## src/rtl/rvd_pkg.sv

```systemverilog
package rvd_pkg;

  localparam int INSN_W = 32;
  localparam int OPC_W  = 7;
  localparam int F3_W   = 3;
  localparam int ALU_W  = 4;

  localparam logic [OPC_W-1:0] OPC_REG    = 7'b0110011;
  localparam logic [OPC_W-1:0] OPC_IMM    = 7'b0010011;
  localparam logic [OPC_W-1:0] OPC_LOAD   = 7'b0000011;
  localparam logic [OPC_W-1:0] OPC_STORE  = 7'b0100011;
  localparam logic [OPC_W-1:0] OPC_BRANCH = 7'b1100011;
  localparam logic [OPC_W-1:0] OPC_JAL    = 7'b1101111;
  localparam logic [OPC_W-1:0] OPC_JALR   = 7'b1100111;

  typedef enum logic [2:0] {
    IMM_I = 3'd0,
    IMM_S = 3'd1,
    IMM_B = 3'd2,
    IMM_U = 3'd3,
    IMM_J = 3'd4
  } immFmt_e;

  typedef enum logic [ALU_W-1:0] {
    ALU_ADD  = 4'd0,
    ALU_SUB  = 4'd1,
    ALU_SLL  = 4'd2,
    ALU_SLT  = 4'd3,
    ALU_SLTU = 4'd4,
    ALU_XOR  = 4'd5,
    ALU_SRL  = 4'd6,
    ALU_SRA  = 4'd7,
    ALU_OR   = 4'd8,
    ALU_AND  = 4'd9
  } aluOp_e;

  typedef enum logic [1:0] {
    WB_MEM = 2'd0,
    WB_ALU = 2'd1,
    WB_PC4 = 2'd2
  } wbSrc_e;

  // One-hot instruction class strobes: classifier to steering stage
  typedef struct packed {
    logic regOp;
    logic immOp;
    logic load;
    logic store;
    logic branch;
    logic jal;
    logic jalr;
  } insnClass_t;

endpackage

```

## src/rtl/rvd_class.sv

```systemverilog
module rvd_class
  import rvd_pkg::*;
(
  input  logic [OPC_W-1:0] opcode,
  output insnClass_t       cls
);

  always_comb begin
    cls = '0;
    unique case (opcode)
      OPC_REG:    cls.regOp  = 1'b1;
      OPC_IMM:    cls.immOp  = 1'b1;
      OPC_LOAD:   cls.load   = 1'b1;
      OPC_STORE:  cls.store  = 1'b1;
      OPC_BRANCH: cls.branch = 1'b1;
      OPC_JAL:    cls.jal    = 1'b1;
      OPC_JALR:   cls.jalr   = 1'b1;
      default:    cls        = '0;
    endcase
  end

endmodule

```

## src/rtl/rvd_alu_map.sv

```systemverilog
module rvd_alu_map
  import rvd_pkg::*;
(
  input  logic [F3_W-1:0] funct3,
  input  logic            altBit,
  input  logic            allowSub,
  output aluOp_e          aluOp
);

  always_comb begin
    unique case (funct3)
      3'b000:  aluOp = (allowSub && altBit) ? ALU_SUB : ALU_ADD;
      3'b001:  aluOp = ALU_SLL;
      3'b010:  aluOp = ALU_SLT;
      3'b011:  aluOp = ALU_SLTU;
      3'b100:  aluOp = ALU_XOR;
      3'b101:  aluOp = altBit ? ALU_SRA : ALU_SRL;
      3'b110:  aluOp = ALU_OR;
      default: aluOp = ALU_AND;
    endcase
  end

endmodule

```

## src/rtl/rvd_branch_eval.sv

```systemverilog
module rvd_branch_eval
  import rvd_pkg::*;
(
  input  logic [F3_W-1:0] funct3,
  input  logic            cmpEq,
  input  logic            cmpLt,
  output logic            taken,
  output logic            wantUnsigned
);

  // funct3[2] picks the less-than family, funct3[0] inverts the sense,
  // funct3[1] (within the less-than family) asks for unsigned comparison.
  always_comb begin
    unique case (funct3)
      3'b000:         taken = cmpEq;
      3'b001:         taken = !cmpEq;
      3'b100, 3'b110: taken = cmpLt;
      3'b101, 3'b111: taken = !cmpLt;
      default:        taken = 1'b0;
    endcase
    wantUnsigned = funct3[2] & funct3[1];
  end

endmodule

```

## src/rtl/rvd_steer.sv

```systemverilog
module rvd_steer
  import rvd_pkg::*;
(
  input  insnClass_t      cls,
  input  logic [F3_W-1:0] funct3,
  input  logic            altBit,
  input  logic            cmpEq,
  input  logic            cmpLt,
  output logic [2:0]      immSel,
  output logic            regWen,
  output logic            cmpUnsigned,
  output logic            aSelPc,
  output logic            bSelImm,
  output logic [ALU_W-1:0] aluSel,
  output logic            memWrite,
  output logic [1:0]      wbSel,
  output logic            pcSelAlu
);

  aluOp_e mappedOp;
  logic   brTaken;
  logic   brUnsigned;

  rvd_alu_map u_aluMap (
    .funct3   (funct3),
    .altBit   (altBit),
    .allowSub (cls.regOp),
    .aluOp    (mappedOp)
  );

  rvd_branch_eval u_brEval (
    .funct3       (funct3),
    .cmpEq        (cmpEq),
    .cmpLt        (cmpLt),
    .taken        (brTaken),
    .wantUnsigned (brUnsigned)
  );

  always_comb begin
    // Safe default: no state is written and the PC simply advances
    immSel      = IMM_I;
    regWen      = 1'b0;
    cmpUnsigned = 1'b0;
    aSelPc      = 1'b0;
    bSelImm     = 1'b0;
    aluSel      = ALU_ADD;
    memWrite    = 1'b0;
    wbSel       = WB_ALU;
    pcSelAlu    = 1'b0;

    unique if (cls.regOp) begin
      regWen = 1'b1;
      aluSel = mappedOp;
    end else if (cls.immOp) begin
      regWen  = 1'b1;
      bSelImm = 1'b1;
      aluSel  = mappedOp;
    end else if (cls.load) begin
      regWen  = 1'b1;
      bSelImm = 1'b1;
      wbSel   = WB_MEM;
    end else if (cls.store) begin
      immSel   = IMM_S;
      bSelImm  = 1'b1;
      memWrite = 1'b1;
    end else if (cls.branch) begin
      immSel      = IMM_B;
      aSelPc      = 1'b1;
      bSelImm     = 1'b1;
      cmpUnsigned = brUnsigned;
      pcSelAlu    = brTaken;
    end else if (cls.jal) begin
      immSel   = IMM_J;
      aSelPc   = 1'b1;
      bSelImm  = 1'b1;
      regWen   = 1'b1;
      wbSel    = WB_PC4;
      pcSelAlu = 1'b1;
    end else if (cls.jalr) begin
      bSelImm  = 1'b1;
      regWen   = 1'b1;
      wbSel    = WB_PC4;
      pcSelAlu = 1'b1;
    end else begin
      pcSelAlu = 1'b0;
    end
  end

endmodule

```

## src/rtl/rvd_decoder.sv

```systemverilog
module rvd_decoder
  import rvd_pkg::*;
(
  input  logic [INSN_W-1:0] instWord,
  input  logic              cmpEq,
  input  logic              cmpLt,
  output logic [2:0]        immSel,
  output logic              regWen,
  output logic              cmpUnsigned,
  output logic              aSelPc,
  output logic              bSelImm,
  output logic [ALU_W-1:0]  aluSel,
  output logic              memWrite,
  output logic [1:0]        wbSel,
  output logic              pcSelAlu
);

  insnClass_t clsStrobes;
  logic       unusedFields;

  // Register indices and immediate bits belong to the datapath
  assign unusedFields = ^{instWord[31], instWord[29:15], instWord[11:7]};

  rvd_class u_class (
    .opcode (instWord[OPC_W-1:0]),
    .cls    (clsStrobes)
  );

  rvd_steer u_steer (
    .cls         (clsStrobes),
    .funct3      (instWord[14:12]),
    .altBit      (instWord[30]),
    .cmpEq       (cmpEq),
    .cmpLt       (cmpLt),
    .immSel      (immSel),
    .regWen      (regWen),
    .cmpUnsigned (cmpUnsigned),
    .aSelPc      (aSelPc),
    .bSelImm     (bSelImm),
    .aluSel      (aluSel),
    .memWrite    (memWrite),
    .wbSel       (wbSel),
    .pcSelAlu    (pcSelAlu)
  );

endmodule

```

## config.mk

```make
export PLATFORM = sky130hd
export DESIGN_NAME = rvd_decoder
export DESIGN_NICKNAME = d
export VERILOG_FILES = /design/src/rtl/rvd_pkg.sv /design/src/rtl/rvd_class.sv /design/src/rtl/rvd_alu_map.sv /design/src/rtl/rvd_branch_eval.sv /design/src/rtl/rvd_steer.sv /design/src/rtl/rvd_decoder.sv
export SDC_FILE = /design/constraint.sdc
export NUM_CORES = 1
export LEC_CHECK = 0
export BUFFER_PORTS_ARGS = -buffer_cell sky130_fd_sc_hd__buf_2
export CAP_MARGIN = 15
export CORE_AREA = 2 2 39 41
export DETAILED_ROUTE_END_ITERATION = 16
export DIE_AREA = 0 0 41 43
export PLACE_DENSITY = 0.78
export SETUP_SLACK_MARGIN = 0.5
export SLEW_MARGIN = 20
export SYNTH_ARGS = -nofsm -noshare
export SYNTH_HDL_FRONTEND = slang
export SYNTH_SLANG_ARGS = --single-unit
```

## constraint.sdc

```tcl
create_clock -name vclk -period 0.9
set_input_delay 0.045 -clock vclk [all_inputs]
set_output_delay 0.045 -clock vclk [all_outputs]
set_load 0.02 [all_outputs]
```

Word level (Yosys, flattened, before mapping) --
Index checks and enable logic that the tools add are counted. W data, S select, Z words.
Operators by class: equality and inequality tests 14, multiplexer cells 58, bitwise gates (word level) 1, reductions and logical operators 6
Operator list (count):
- $mux W1 | 41
- $pmux W4 S7 | 1
- $eq A7 B7 Y1 const B | 3
- $mux W3 | 6
- $eq A7 B6 Y1 const B | 2
- $mux W2 | 7
- $eq A3 B3 Y1 const B | 4
- $mux W4 | 2
- $eq A7 B2 Y1 const B | 1
- $eq A7 B5 Y1 const B | 1
- $eq A3 B2 Y1 const B | 2
- $pmux W1 S4 | 1
- $reduce_or A2 Y1 | 2
- $eq A3 B1 Y1 const B | 1
- $logic_not A3 Y1 | 1
- $logic_not A1 Y1 | 2
- $and A1 B1 Y1 | 1
- $logic_and A1 B1 Y1 | 1
Word-level totals: bits in registers 0, input port bits 34, output and inout port bits 15

Depth between registers and ports, before layout --
depth in word-level cells 9, mapped depth 4, mapped depth without buffers 4

Modules after synthesis --
From an unflattened synthesis, not the netlist that was laid out.
Second synthesis, totals: cells, all modules 51, area total of the unflattened synthesis 352.8 sq um
Modules (own cells, without submodules):
- rvd_steer | instances 1, cells an instance 24, area each 155.1 sq um
- rvd_class | instances 1, cells an instance 12, area each 90.1 sq um
- rvd_alu_map | instances 1, cells an instance 9, area each 63.8 sq um
- rvd_branch_eval | instances 1, cells an instance 6, area each 43.8 sq um

Worst setup path after synthesis --
Ideal clock, no wire load.
kind in2out, start input port instWord[3], end output port immSel[0], arrival time 1016 ps, slack -161 ps, stages 4, buffers on the path 1, cells stage by stage and4bb_2 > nand2b_1 > nor2_1 > buf_4
Between the ends: longest elaborated chain between the ends 7, elaborated cells between the ends (all ways) 15
Ends and longest elaborated chain:
- from (decl) | line rvd_decoder.sv:4 | input logic [INSN_W-1:0] instWord,
- $eq A7 B7 Y1 | line rvd_class.sv:10 | unique case (opcode)
- $mux W1 | line rvd_class.sv:10
- $mux W3 | line rvd_steer.sv:66 | end else if (cls.branch) begin
- $mux W3 | line rvd_steer.sv:62 | end else if (cls.store) begin
- $mux W3 | line rvd_steer.sv:58 | end else if (cls.load) begin
- $mux W3 | line rvd_steer.sv:54 | end else if (cls.immOp) begin
- $mux W3 (*) | line rvd_steer.sv:51 | unique if (cls.regOp) begin
- to (decl) | line rvd_decoder.sv:7 | output logic [2:0] immSel,
Mark *: on every way between the ends. The rest lies on a longest branch, timed or not.

Worst setup path after layout --
start input port instWord[3], end output port aluSel[0]
Between the ends: longest elaborated chain between the ends 7, elaborated cells between the ends (all ways) 9
Ends and longest elaborated chain:
- $eq A7 B6 Y1 | line rvd_class.sv:10
- $mux W1 | line rvd_class.sv:10
- $logic_and A1 B1 Y1 | line rvd_alu_map.sv:12 | 3'b000: aluOp = (allowSub && altBit) ? ALU_SUB : ALU_ADD;
- $mux W1 | line rvd_alu_map.sv:12
- $pmux W4 S7 | line rvd_alu_map.sv:11 | unique case (funct3)
- $mux W4 | line rvd_steer.sv:54
- $mux W4 (*) | line rvd_steer.sv:51
- to (decl) | line rvd_decoder.sv:12 | output logic [ALU_W-1:0] aluSel,
Marks and branches as above.

==> out/qor.csv <==
stage;metric;value;unit
outcome;status;complete, but fails checks;
outcome;failing checks;setup timing;
routing;drt drc;0;
place;IO buf count;28;
critical_path;first element of the critical path;instWord[3];
finish;layout cell share with drive strength beyond 1;79.2;%
floorplanning;I/O pin total;49;
clock_tree;cts hold-fix bufs;0;
floorplanning;core area;0.00138;mm^2
finish;Area Overhead vs Synth;162;%
synth;Post-Synthesis Cells;39;
sta;crit share post-route;111;%
sta;RSZ-0062 raised after global routing;true;
sta;Worst Tran Pin Value;0.260;ns
global_route;number of global-route vias before repair;408;
sta;worst setup margin;-0.0987;ns
power_and_ir_drop;Static Leak;0.349;nW
global_route;pin count of the biggest net entering global routing;8;
sta;fmax;1000;MHz
floorplanning;# rows;14;
place;gpl congestion;0.784;
synth;synth warn;0;
synth;Synth top area share;9.29;%
place;Final HPWL DP;785;um
synth;most frequent cell after synthesis;nor2_1;
sta;hold slack;0.409;ns
routing;via/cell ratio;4.51;
synth;Yosys top cell by area;nor2_1;
floorplanning;die height;43;um
synth;Post-synth top cells;7 x nor2_1, 3 x nand2b_1;
place;Post-DP Area;582;um^2
routing;DRT Pass-1 Iters;2;
run;maxcap violations;0;
synth;Synth cell types;26;
sta;Setup-failing EPs final;10;
sta;Hold Vio Cnt, Final;0;
power_and_ir_drop;largest vdd supply drop;0.148;mV
floorplanning;Die X;41;um
sta;final slew viol count;0;
finish;# diodes;0;
min_path;worst min path class;primary input to output port;
critical_path;crit path max fanout;5;
sta;Final TNS setup;-0.646;ns
critical_path;Crit path arrival time;0.95;ns
sta;Slew headroom;82.2;%
global_route;wire length of the first global-routing pass;1.68;mm
finish;Seq. cell area;0;um^2
synth;sequential share of the synthesized area;0;%
global_route;initial antenna violation count;0;
min_path;worst hold endpoint;immSel[2];
critical_path;CP Capture Type;output port;
synth;synthesized cell area;283;um^2
routing;initial drt markers;7;
finish;number of sequential cells;0;
routing;Antenna Violating Nets Remaining;0;
finish;number of clock-tree buffers in the layout;0;
floorplanning;area of the die;0.00176;mm^2
routing;Total Wirelength;1.11;mm
floorplanning;initial cell density of the core;20.4;%
global_route;Overflow after GRT;0;
routing;wire per inst;11.9;um
synth;synthesized area per cell;7.25;um^2
synth;synth top area cells;nor2_1 9.3%, mux2i_1 7.1%, nand3b_4 7.1%, nand2b_1 6.6%, xor2_1 6.2%;
finish;Layout Nets;113;
routing;via count;419;
synth;syn_nets;73;
sta;Tmin final;0.999;ns
place;pre-CTS setup slack;-0.186;ns
finish;fin area;742;um^2
min_path;Min-Delay Startpoint;instWord[3];
global_route;GRT Total Usage;12.7;%
power_and_ir_drop;Power Dens Cells;306;mW/mm^2
critical_path;WP data required;0.85;ns
critical_path;CP Class;primary input to output port;
finish;Fillers;133;
critical_path;CP startpoint kind;primary input;
min_path;hold depth;3;
[area by class of cell]
class / count / area [um^2] / area share (%)
Multi-Input combinational cell: 36 / 367 / 49.4
Tap cell: 16 / 20.0 / 2.70
Timing Repair Buffer: 40 / 352 / 47.4
Inverter: 1 / 3.75 / 0.506
[cells by family after synthesis]
kind of cell | count (synthesis) | share of synthesized area [%]
compound gates | 8 | 20.4
mux | 4 | 15.0
buf+inv | 3 | 6.63
simple gates | 22 | 51.8
xor+xnor | 2 | 6.20
[power breakdown]
| group | total (mW) | switching (mW) | internal (mW) | leakage (nW) |
|---|---|---|---|---|
| Combinational | 0.227 | 0.104 | 0.123 | 0.349 |
| Sequential | 0 | 0 | 0 | 0 |
| Clock | 0 | 0 | 0 | 0 |
[worst max path at each step]
stage                end  slack, ns  cells after the start
4_1_cts        aluSel[0]      -0.10                      5
6_report       aluSel[0]       -0.1                      5
3_5_place_dp   aluSel[0]      -0.19                      5
5_1_grt           regWen      -0.12                      5
3_3_place_gp   aluSel[0]      -0.16                      5
2_1_floorplan  immSel[0]       0.03                      4
[metal layers]
layer	GRT usage (%)	up-vias	part of all wire (%)
met1	19.0	190	45
li1	-	216	-
met5	0	-	0
met3	0	0	4.2
met2	20.9	13	51
met4	0	0	0
[critical path, stage by stage]
cell and delay [ns]:
buf_6 0.10, and4bb_4 0.37, nand3b_4 0.16, nor3_4 0.15
buf_6 0.13
[stage by stage]
step | power (mW) | std cells | util [%]
finish | 0.227 | 93 | 53.6
global route | 0.242 | 93 | 53.6
CTS | 0.217 | 92 | 51.6
detailed placement | 0.185 | 91 | 42.0
global placement | 0.181 | 91 | 42.0
floorplan | 0.0904 | 39 | -
[what timing repair did]
| item | 4_1_cts | 5_1_grt |
|---|---|---|
| pin swaps | 9 | 2 |
| gates resized for setup | 33 | 4 |
| hold endpoints to repair | 0 | 0 |
| setup endpoints to repair | 15 | 15 |
| setup buffers | 1 | 1 |
[layout by cell type, fill, tap and decap left out]
cell type  count
buf_6         15
buf_4         13
buf_2         10
nor2_4         4
nand2_1        2
nor2_2         2
nor2_1         2
mux2i_1        2
nand2b_1       2
xor2_1         2
and4bb_4       1
nand3b_4       1
mux2_2         1
a31o_1         1
a21oi_2        1
nor3_4         1
nand2b_4       1
nand4_1        1
nand4bb_1      1
nor3_2         1
o21ai_4        1
nor2b_2        1
nand3_4        1
inv_2          1
o21bai_2       1
a22oi_1        1
o22ai_2        1
mux2_1         1
o22ai_4        1
a21o_1         1
and2_4         1
buf_8          1
buf_12         1
No activity file was read; power rests on OpenSTA's default activity.
